[src/rtl/txq_pkg.sv]
package txq_pkg;
  localparam int NUM_IRQ   = 4;
  localparam int IRQ_TRIG  = 0;
  localparam int IRQ_QEMPT = 1;
  localparam int IRQ_TXEMP = 2;
  localparam int IRQ_OVF   = 3;

  typedef struct packed {
    logic push;
    logic pop;
    logic flush;
  } txqStrobe_t;
endpackage

[src/rtl/txq_store.sv]
module txq_store
  import txq_pkg::*;
#(
  parameter int DATA_W = 8,
  parameter int DEPTH  = 128,
  localparam int PTR_W = $clog2(DEPTH),
  localparam int CNT_W = $clog2(DEPTH + 1)
) (
  input  logic              clk,
  input  logic              rstN,
  input  txqStrobe_t        ctl,
  input  logic [DATA_W-1:0] wrData,
  output logic [DATA_W-1:0] headData,
  output logic [CNT_W-1:0]  level
);
  logic [DATA_W-1:0] mem [DEPTH];
  logic [PTR_W-1:0]  wrPtr, rdPtr;
  logic [CNT_W-1:0]  count;

  function automatic logic [PTR_W-1:0] bump(input logic [PTR_W-1:0] p);
    return (p == PTR_W'(DEPTH - 1)) ? '0 : p + 1'b1;
  endfunction

  always_ff @(posedge clk) begin
    if (ctl.push) mem[wrPtr] <= wrData;
  end

  always_ff @(posedge clk) begin
    if (!rstN || ctl.flush) begin
      wrPtr <= '0;
      rdPtr <= '0;
      count <= '0;
    end else begin
      if (ctl.push) wrPtr <= bump(wrPtr);
      if (ctl.pop)  rdPtr <= bump(rdPtr);
      case ({ctl.push, ctl.pop})
        2'b10:   count <= count + 1'b1;
        2'b01:   count <= count - 1'b1;
        default: count <= count;
      endcase
    end
  end

  assign headData = mem[rdPtr];
  assign level    = count;


  level_bound_chk: assert property (@(posedge clk) disable iff (!rstN)
    count <= CNT_W'(DEPTH));

  push_step_chk: assert property (@(posedge clk) disable iff (!rstN)
    (ctl.push && !ctl.pop && !ctl.flush) |=> count == $past(count) + 1'b1);

  push_room_chk: assert property (@(posedge clk) disable iff (!rstN)
    ctl.push |-> count < CNT_W'(DEPTH));

  pop_nonempty_chk: assert property (@(posedge clk) disable iff (!rstN)
    ctl.pop |-> count != '0);

  flush_clear_chk: assert property (@(posedge clk) disable iff (!rstN)
    ctl.flush |=> count == '0);
endmodule

[src/rtl/txq_ctrl.sv]
module txq_ctrl
  import txq_pkg::*;
#(
  parameter int DEPTH  = 128,
  parameter int TRIG_W = 4,
  localparam int CNT_W = $clog2(DEPTH + 1),
  localparam int STEP  = DEPTH >> TRIG_W
) (
  input  logic               clk,
  input  logic               rstN,
  input  logic               wrEn,
  input  logic               qFlush,
  input  logic               txHold,
  input  logic [TRIG_W-1:0]  trigLevel,
  input  logic [NUM_IRQ-1:0] irqClr,
  input  logic [CNT_W-1:0]   level,
  input  logic               serIdle,
  input  logic               serDone,
  output txqStrobe_t         ctl,
  output logic               serStart,
  output logic [NUM_IRQ-1:0] irqFlags
);
  logic [CNT_W-1:0]   thresh;
  logic               isFull, hit, prevHit;
  logic [NUM_IRQ-1:0] setVec, flagQ;

  assign isFull   = (level == CNT_W'(DEPTH));
  assign thresh   = (CNT_W'(trigLevel) + CNT_W'(1)) * CNT_W'(STEP);
  assign hit      = (level >= thresh);

  assign ctl.flush = qFlush;
  assign ctl.push  = wrEn && !isFull && !qFlush;
  assign ctl.pop   = (level != '0) && !txHold && serIdle && !qFlush;
  assign serStart  = ctl.pop;

  always_comb begin
    setVec            = '0;
    setVec[IRQ_TRIG]  = hit && !prevHit;
    setVec[IRQ_QEMPT] = ctl.pop && (level == CNT_W'(1)) && !ctl.push;
    setVec[IRQ_TXEMP] = serDone && (level == '0);
    setVec[IRQ_OVF]   = wrEn && isFull && !qFlush;
  end

  always_ff @(posedge clk) begin
    if (!rstN) begin
      prevHit <= 1'b0;
      flagQ   <= '0;
    end else begin
      prevHit <= hit;
      for (int i = 0; i < NUM_IRQ; i++) begin
        if (setVec[i])      flagQ[i] <= 1'b1;
        else if (irqClr[i]) flagQ[i] <= 1'b0;
      end
    end
  end

  assign irqFlags = flagQ;

  for (genvar g = 0; g < NUM_IRQ; g++) begin : g_stick

    sticky_hold_chk: assert property (@(posedge clk) disable iff (!rstN)
      (irqFlags[g] && !irqClr[g]) |=> irqFlags[g]);
  end


  ovf_flag_chk: assert property (@(posedge clk) disable iff (!rstN)
    (wrEn && level == CNT_W'(DEPTH) && !qFlush) |=> irqFlags[IRQ_OVF]);

  txemp_flag_chk: assert property (@(posedge clk) disable iff (!rstN)
    (serDone && level == '0) |=> irqFlags[IRQ_TXEMP]);

  hold_nostart_chk: assert property (@(posedge clk) disable iff (!rstN)
    txHold |-> !serStart);
endmodule

[src/rtl/txq_irq_top.sv]
module txq_irq_top
  import txq_pkg::*;
#(
  parameter int DATA_W = 8,
  parameter int DEPTH  = 128,
  parameter int TRIG_W = 4,
  localparam int CNT_W = $clog2(DEPTH + 1)
) (
  input  logic               clk,
  input  logic               rstN,
  input  logic               wrEn,
  input  logic [DATA_W-1:0]  wrData,
  input  logic [TRIG_W-1:0]  trigLevel,
  input  logic               qFlush,
  input  logic               txHold,
  input  logic [NUM_IRQ-1:0] irqClr,
  output logic [CNT_W-1:0]   fillLevel,
  output logic [NUM_IRQ-1:0] irqFlags,
  output logic               serStart,
  output logic [DATA_W-1:0]  serData,
  input  logic               serIdle,
  input  logic               serDone
);
  txqStrobe_t       ctl;
  logic [CNT_W-1:0] level;

  txq_ctrl #(.DEPTH(DEPTH), .TRIG_W(TRIG_W)) u_ctrl (
    .clk(clk), .rstN(rstN), .wrEn(wrEn), .qFlush(qFlush), .txHold(txHold),
    .trigLevel(trigLevel), .irqClr(irqClr), .level(level),
    .serIdle(serIdle), .serDone(serDone), .ctl(ctl),
    .serStart(serStart), .irqFlags(irqFlags)
  );

  txq_store #(.DATA_W(DATA_W), .DEPTH(DEPTH)) u_store (
    .clk(clk), .rstN(rstN), .ctl(ctl), .wrData(wrData),
    .headData(serData), .level(level)
  );

  assign fillLevel = level;
endmodule

[config.mk]
export PLATFORM = sky130hd
export DESIGN_NAME = txq_irq_top
export DESIGN_NICKNAME = d
export VERILOG_FILES = /design/src/rtl/txq_pkg.sv /design/src/rtl/txq_store.sv /design/src/rtl/txq_ctrl.sv /design/src/rtl/txq_irq_top.sv
export SDC_FILE = /design/constraint.sdc
export NUM_CORES = 1
export LEC_CHECK = 0
export BUFFER_PORTS_ARGS = -buffer_cell sky130_fd_sc_hd__buf_4
export CORE_ASPECT_RATIO = 1.1
export CORE_UTILIZATION = 60
export CTS_CLUSTER_SIZE = 14
export DETAILED_ROUTE_END_ITERATION = 8
export HOLD_SLACK_MARGIN = 0.12
export PLACE_DENSITY = 0.76
export SLEW_MARGIN = 40
export SYNTH_ARGS = -nofsm -noshare
export SYNTH_HDL_FRONTEND = slang
export SYNTH_SLANG_ARGS = --single-unit
[constraint.sdc]
create_clock -name clk -period 6.9 [get_ports clk]
set_input_delay 1.38 -clock clk [delete_from_list [all_inputs] [get_ports clk]]
set_output_delay 1.38 -clock clk [all_outputs]
set_load 0.005 [all_outputs]
* After elaboration in Yosys (flattened, before gate mapping)
Memories as Yosys holds them, arrays and structs flattened. A register that Yosys moved wholly into a read port is not among the register bits.
Index checks and enable logic that the tools add are counted.
** Word-level totals
- Bits in registers :: 27
- Bits in latches :: 0
- Bits in read-only memories :: 0
- Memory bits (writable) :: 1024
- Memories kept :: 1
** Cells by class
- Add/sub/neg operators :: 5
- Shift operators :: 0
- Muxes and demuxes :: 15
- Divide/modulo/power cells :: 0
- Equality and inequality tests :: 6
- Magnitude comparators :: 1
- Multiply operators :: 0
- Bitwise operators :: 0
- Reductions and logical operators :: 25
** Memories
- u_store.mem :: words 128, width 8, read ports 1, clocked after Yosys merged registers in 1, wr ports 1, line txq_store.sv:16 : logic [DATA_W-1:0] mem [DEPTH];
** Operators with widths (count)
- 7-bit two-way mux :: 4
- 8-bit one-hot mux with 2 select lines :: 1
- 7-bit by 1-bit adder with 7-bit output, second input constant :: 2
- 7-bit equality test, second input constant :: 2
- 1-bit logical AND :: 11
- 1-bit two-way mux :: 10
- 2-bit nonzero test :: 5
- 8-bit by 1-bit adder with 8-bit output, second input constant :: 1
- 8-bit by 1-bit equality test with 1-bit output, second input constant :: 1
- 8-bit equality test, second input constant :: 1
- 8-bit >= comparator :: 1
- 8-bit logical NOT :: 1
- 8-bit nonzero test :: 1
- 8-bit by 1-bit subtractor with 8-bit output, second input constant :: 1
- 1-bit logical NOT :: 6
- 4-bit by 1-bit adder with 5-bit output, second input constant :: 1
- 2-bit by 1-bit equality test with 1-bit output, second input constant :: 1
- 2-bit equality test, second input constant :: 1
- 1-bit logical OR :: 1

* Logic depth before layout (Yosys ltp)
Gate-level depths: netlist (run 1).
- Depth after elaboration :: 7
- Gate-level depth with buffers :: 13
- Mapped depth without buffers :: 11

* Cells and area by module
Synthesis (run 1) repeated with hierarchy kept, for this count alone.
** Second synthesis, totals
- Cell total of the unflattened synthesis :: 2141
- Area, all modules :: 41170.7 µm²
** By module, submodules not included
- txq_store :: area an instance 40756.6 µm², times used 1, seq. area each 31330.0 µm², cells each 2091
- txq_ctrl :: area an instance 414.1 µm², times used 1, seq. area each 100.1 µm², cells each 50

* Least setup slack after synthesis (run 1)
No wires, ideal clock.
- Kind :: input to register
- Start point :: input port qFlush
- End point :: register u_store.count[5], in the netlist u_store.level[5]
- Buffers on the path :: 0
- Setup slack :: 3.426 ns
- Required time :: 6.772 ns
- Cell stages on the path :: 9
- Arrival time :: 3.347 ns
- Cells stage by stage :: nor3b_1 o31ai_4 inv_2 ha_1 or4b_2 a21oi_1 a21boi_0 xnor2_1 nor2_1
** On the way
- Word-level cells in the longest chain between the ends :: 4
- Elaborated cells on any way between the ends :: 8
** RTL lines
- start, declared :: line txq_irq_top.sv:14 : input logic qFlush,
- 1-bit logical NOT * :: line txq_ctrl.sv:33 : assign ctl.pop = (level != '0) && !txHold && serIdle && !qFlush;
- 1-bit logical AND * :: line txq_ctrl.sv:33
- via serStart :: line txq_irq_top.sv:19 : output logic serStart,
- 2-bit by 1-bit equality test with 1-bit output / 2-bit equality test (equally long branches) :: line txq_store.sv:36 : case ({ctl.push, ctl.pop})
- 8-bit one-hot mux with 2 select lines / 2-bit nonzero test (equally long branches)
- end signal, assigned :: line txq_store.sv:37 : 2'b10: count <= count + 1'b1;
- end signal, assigned :: line txq_store.sv:38 : 2'b01: count <= count - 1'b1;
- end signal, assigned :: line txq_store.sv:39 : default: count <= count;
- end, declared :: line txq_store.sv:18 : logic [CNT_W-1:0] count;
Mark *: on every way through the listed nets, which the timed path passes. The rest lies on a longest branch.
A chain may end at the register's enable or synchronous reset.

==> flow_summary.ini, run 1 <==
[final_layout]
finalNetCount = 2149
n_antenna_cell = 0
postLayoutCoreUtil = 0.670
instances_no_fill = 3122
drive_gt1_frac = 0.236
design_area_um2 = 46100
areaGrowthSynthToFinish_pct = 10.7

[worst_setup_path]
crit_slowest_cell = dfxtp_4
r2r_end = u_store.mem[105][4]
critPathKind = register to output port
ff2ff_path_depth = 8
slowest_delay_ns = 0.68
worstPathArrival_ns = 4.07
rr_startpoint = u_store.level[0]
path_cells = buf_12 > buf_12 > mux4_2 > mux2i_1 > mux4_2 > o22ai_1 > a221o_1 > buf_4
regToRegSetupSlack_ns = 3.17
cp_max_fo = 62
start_kind = register
end_kind = output port
cp.required_ns = 5.52

[clock_network]
cts_hold_buf = 0
clkSlewWorstSetupHoldPaths_ns = 0.06
ctsHtreeMaxLevel = 3
cts.sinks = 1058
cts.path.max_buffers = 3
cts_setup_buffers = 0
cts_tree = built
clkLatencyLatePin_ns = 0.67
cts_buffers = 100
post_cts_resized = 0
cts-root-buf = clkbuf_16

[drt]
first_pass_iters = 7
drtIter0Drc = 2274
detail-route-antenna-nets = 0
drt_drc_violations_left = 0
via_per_inst = 6.53
post_drt_wl_per_cell_um = 29.2
routed-via-count = 20400
routed_wl_mm = 91.3

[timing]
setup-tns-final_ns = 0
tightest_slew_ns = 0.881
max_freq_mhz = 184
hold_slack_ns = 0.482
setup_slack_ns = 1.45
drv_slew = 0
maxSlewHeadroom = 0.411
clock-skew-final_ns = 0.0289
hold_viol_final = 0
min_period_ns = 5.45
min_period_over_period = 0.789
setup_viol = 0
grt_setup_unrepaired = false

[pwr]
p_sw_frac = 0.194
combPwrFrac = 0.015
switchingPower_mw = 2.46
leakagePower_nw = 13.6
seq_power_share = 0.556
p_clk_frac = 0.429
ir_worst_vdd_mv = 0.206
finalPower_mw = 12.7
intPower_mw = 10.2
power_density_nw_per_um2 = 274

[placed_design]
place_area_um2 = 42800
dp_worst_setup_slack_ns = 2.05
numPortBuffers = 43
gp_congestion = 0.924
dp_hpwl_mm = 54.0
dp.cells = 2939

[min_path]
min-delay-start = u_ctrl.irqFlags[1]
holdPathEnd = u_ctrl.irqFlags[1]
hp-class = register to register
worstHoldPathCells = 2

[logic_synthesis]
ys_types = 55
synth_sequential_area_ratio = 0.754
async_flop_share = 0
syn_area_um2 = 41700
synth_nets = 2097
synth_warnings = 0
netlist_instances = 2062
synth-edff-count = 1024
ys_ff_latch = 1058
post_synth.cell_area_avg_um2 = 20.2
synthFlopType = edfxtp_1

[grt]
grt_pass1_wl_mm = 135
grt_max_degree = 95
antenna_found_initial = 1
grt-ovfl-total = 0
grt_usage = 0.264
grt_pass1_vias = 20600

[floorplan]
initial_utilization = 0.605
fp.dieH_um = 278
io_pins = 44
num_rows = 101
die_width_um = 253
die_area_um2 = 70500
coreArea_um2 = 68900

[outcome]
status = finished clean

[job]
maxCapViolCount = 0
-- worst max-delay path by stage --
stage               startpoint          endpoint  cells past startpoint
finish                register        serData[4]                      8
global route          register        serData[4]                      8
CTS                   register        serData[4]                      8
detailed placement    register        serData[4]                      8
global placement      register        serData[6]                      8
floorplan               qFlush  u_store.level[5]                      9
-- registers in the layout, indices dropped and copies added (netlist names), named ones only --
name,count
u_store.mem,1024
u_store.level,8
u_store.rdPtr,7
u_store.wrPtr,7
u_ctrl.irqFlags,4
u_ctrl.prevHit,1
-- per-layer routing --
metal  up-vias  part of all wire  wire, um  global-route usage
li1       8599                 -         -                   -
met1     10600              0.38     34800               0.358
met2       994              0.51     46100               0.433
met3       190             0.078      7100              0.0455
met4         2             0.035      3240               0.102
met5         -           0.00015        14                   0
-- worst max-delay path: cells and delay by family, from the launching register on --
family	cells	cell delay, ns
flops	1	0.68
buf+inv	3	0.84
mux	3	1.26
compound gates	2	0.54
-- power by group through the flow --
stage | clock [mW] | sequential [mW] | combinational [mW]
2_1_floorplan | 0 | 7.18 | 0.0489
3_3_place_gp | 0 | 7.18 | 0.172
3_5_place_dp | 0 | 7.18 | 0.184
4_1_cts | 5.47 | 7.04 | 0.185
5_1_grt | 5.72 | 7.04 | 0.197
6_report | 5.43 | 7.04 | 0.185
-- cell usage in the layout, fill, tap and decap left out, types with 27 or more instances in the layout --
cell type	n
edfxtp_1	1024
mux4_2	201
mux2i_1	130
nor2_1	124
clkbuf_16	102
buf_4	58
mux2_2	48
a22oi_1	48
nor2_2	36
dfxtp_1	31
nand2_1	27
-- area by class of cell --
type | count | area, um2
well taps | 927 | 1160
clock inverters | 62 | 603
flip-flops and latches | 1058 | 31400
multi-input cells | 871 | 9600
repair buffers | 72 | 663
fillers | 4262 | 22700
inverters | 11 | 41.3
clock buffers | 121 | 2620
-- kinds of logic after synthesis --
logic type | after synthesis | synth area share
adder cells (fa/ha/maj) | 12 | 0.00360
AND/OR/NAND/NOR | 283 | 0.0327
multiplexers | 386 | 0.157
XOR/XNOR | 20 | 0.00420
AO/OA/AOI/OAI | 170 | 0.0301
buffers and inverters | 133 | 0.0183
flip-flops | 1058 | 0.754
-- synth_stat cells (all sizes together) (10+ instances only) --
master   number  share of area
edfxtp     1024           0.74
mux4        208           0.11
nor2        160          0.014
mux2i       130          0.031
buf          85          0.014
a22oi        48         0.0086
mux2         48          0.013
clkbuf       37         0.0033
dfxtp        34          0.016
nand2        29         0.0027
nor2b        25         0.0038
o22ai        24         0.0036
nand4b       20         0.0042
a31oi        18         0.0027
a211oi       17         0.0031
o211ai       17         0.0031
a2111oi      16         0.0034
nand3        13         0.0016
ha           12         0.0036
xor2         12         0.0025
inv          11        0.00099
a21oi        10         0.0012
No activity file was read; power rests on OpenSTA's default activity.
==> inputs of run 2 (changes only) <==
- CORE_UTILIZATION: 60 -> 57
- clock period: 6.9 -> 5 ns (I/O delays scaled with it)
==> flow_summary.ini, run 2 (synthesis results as in run 1) <==
[outcome]
status = finished clean

[worst_setup_path]
rr_startpoint = u_store.level[0]
critPathKind = register to output port
cp_max_fo = 30
ff2ff_path_depth = 8
r2r_end = u_store.mem[66][2]
start_kind = register
worstPathArrival_ns = 3.75
slowest_delay_ns = 0.75
regToRegSetupSlack_ns = 1.42
cp_common_cell = buf_4
end_kind = output port
crit_slowest_cell = a2111oi_1
path_cells = nand2b_1 > o22ai_1 > a2111oi_1 > buf_4 > nand4b_1 > a221o_1 > buf_4
cp.required_ns = 4.00

[pwr]
leakagePower_nw = 13.9
switchingPower_mw = 3.39
p_clk_frac = 0.426
power_density_nw_per_um2 = 374
p_sw_frac = 0.195
intPower_mw = 14.0
combPwrFrac = 0.015
finalPower_mw = 17.4
seq_power_share = 0.559
ir_worst_vdd_mv = 0.298

[drt]
routed_wl_mm = 92.8
via_per_inst = 6.51
drt_drc_violations_left = 0
post_drt_wl_per_cell_um = 29.1
drtIter0Drc = 2596
first_pass_iters = 6
routed-via-count = 20800
detail-route-antenna-nets = 0

[grt]
grt_use_met2 = 0.419
grtUsageMet3 = 0.0470
grt-ovfl-total = 0
grtUsageMet1 = 0.334
grt_pass1_wl_mm = 137
antenna_found_initial = 1
grt_max_degree = 94
grt_usage = 0.254
top_usage_layer = met2
grt_pass1_vias = 21100

[clock_network]
cts_tree = built
ctsHtreeMaxLevel = 3
cts.path.max_buffers = 3
cts_buffers = 100
cts-root-buf = clkbuf_16
cts_hold_buf = 0
cts_setup_buffers = 0
clkLatencyLatePin_ns = 0.66
post_cts_resized = 0
cts.sinks = 1058
clkSlewWorstSetupHoldPaths_ns = 0.06

[floorplan]
coreArea_um2 = 72000
die_width_um = 260
initial_utilization = 0.579
io_pins = 44
num_rows = 103
die_area_um2 = 74200
fp.dieH_um = 286

[final_layout]
regMostFlops = u_store.mem
finalNetCount = 2196
largest_reg_flops = 1024
mostFrequentLayoutCells = edfxtp_1, mux4_2, nor2_1
drive_gt1_frac = 0.244
layout_commonest_cell = edfxtp_1
areaGrowthSynthToFinish_pct = 11.4

[min_path]
worstHoldPathCells = 2
holdPathEnd = u_ctrl.irqFlags[3]
hp-class = register to register
min-delay-start = u_ctrl.irqFlags[3]

[placed_design]
numPortBuffers = 43
gp_congestion = 0.864
dp_hpwl_mm = 56.0

[timing]
tightest_slew_ns = 0.816
min_period_over_period = 0.950
hold_viol_final = 0
setup_viol = 0
max_freq_mhz = 211
min_period_ns = 4.75
grt_setup_unrepaired = false
maxSlewHeadroom = 0.442
drv_slew = 0
clock-skew-final_ns = 0.0335
setup-tns-final_ns = 0

[job]
maxCapViolCount = 0
==> run 2: changes by cell type in the layout (fill, tap and decap cells not counted), moves of 2 or more <==
| cell | previous run | this run |
|---|---|---|
| buf_4 | 58 | 104 |
| inv_6 | 3 | 1 |
| nor2_1 | 124 | 140 |
| clkbuf_8 | 0 | 3 |
| clkinvlp_4 | 2 | 4 |
| nor2_2 | 36 | 20 |
| clkbuf_1 | 19 | 28 |
| clkinv_2 | 24 | 21 |
| clkinv_1 | 20 | 14 |
| a2111oi_0 | 15 | 13 |
| bufinv_16 | 11 | 8 |
==> run 2: worst max path at each step <==
stage          cells after the start               end  startpoint
2_1_floorplan                      9  u_store.level[5]      qFlush
3_3_place_gp                       7        serData[3]    register
3_5_place_dp                       7        serData[3]    register
4_1_cts                            7        serData[3]    register
5_1_grt                            7        serData[0]    register
6_report                           7        serData[3]    register
==> run 2: stage by stage <==
step                cells  cell area [um2]   util  hold slack (ns)  setup WS, ns
finish               3188            46400  0.645            0.498         0.251
global route         3187            46400  0.645            0.519         0.114
CTS                  3187            46400  0.644            0.494         0.252
detailed placement   3004            43200  0.600            0.483         0.963
global placement     3004            43200  0.599            0.468         0.897
floorplan            2062            41700      -            0.466          1.91
==> run 2: worst max-delay path: cells and delay by family (launching register included) <==
kind / cells / cell delay [ns]
buffers and inverters: 2 / 0.37
AND/OR/NAND/NOR: 2 / 0.82
AO/OA/AOI/OAI: 3 / 1.19
flip-flops: 1 / 0.70
==> run 2: metal layers <==
metal  wire length, um  part of all wire  up-vias
met4              3900             0.042        4
li1                  -                 -     8677
met1             34700              0.37    10800
met5                51           0.00055        -
met3              7240             0.078      219
met2             46900              0.51     1071
==> run 2: power by group through the flow <==
stage                     clock network [mW]  logic [mW]  registers (mW)
after global placement                     0       0.247            9.91
after CTS                               7.47       0.265            9.72
final                                   7.40       0.265            9.72
after floorplan                            0      0.0675            9.91
after global routing                    7.78       0.282            9.72
after detailed placement                   0       0.265            9.91
==> run 2: layout make-up <==
| type | instances | area [um2] |
|---|---|---|
| Tap cell | 945 | 1180 |
| Fill cell | 4581 | 25600 |
| Timing Repair Buffer | 119 | 1030 |
| Multi-Input combinational cell | 871 | 9560 |
| Clock buffer | 133 | 2700 |
| Inverter | 11 | 41.3 |
| Clock inverter | 50 | 487 |
| Antenna cell | 1 | 2.50 |
| Sequential cell | 1058 | 31400 |
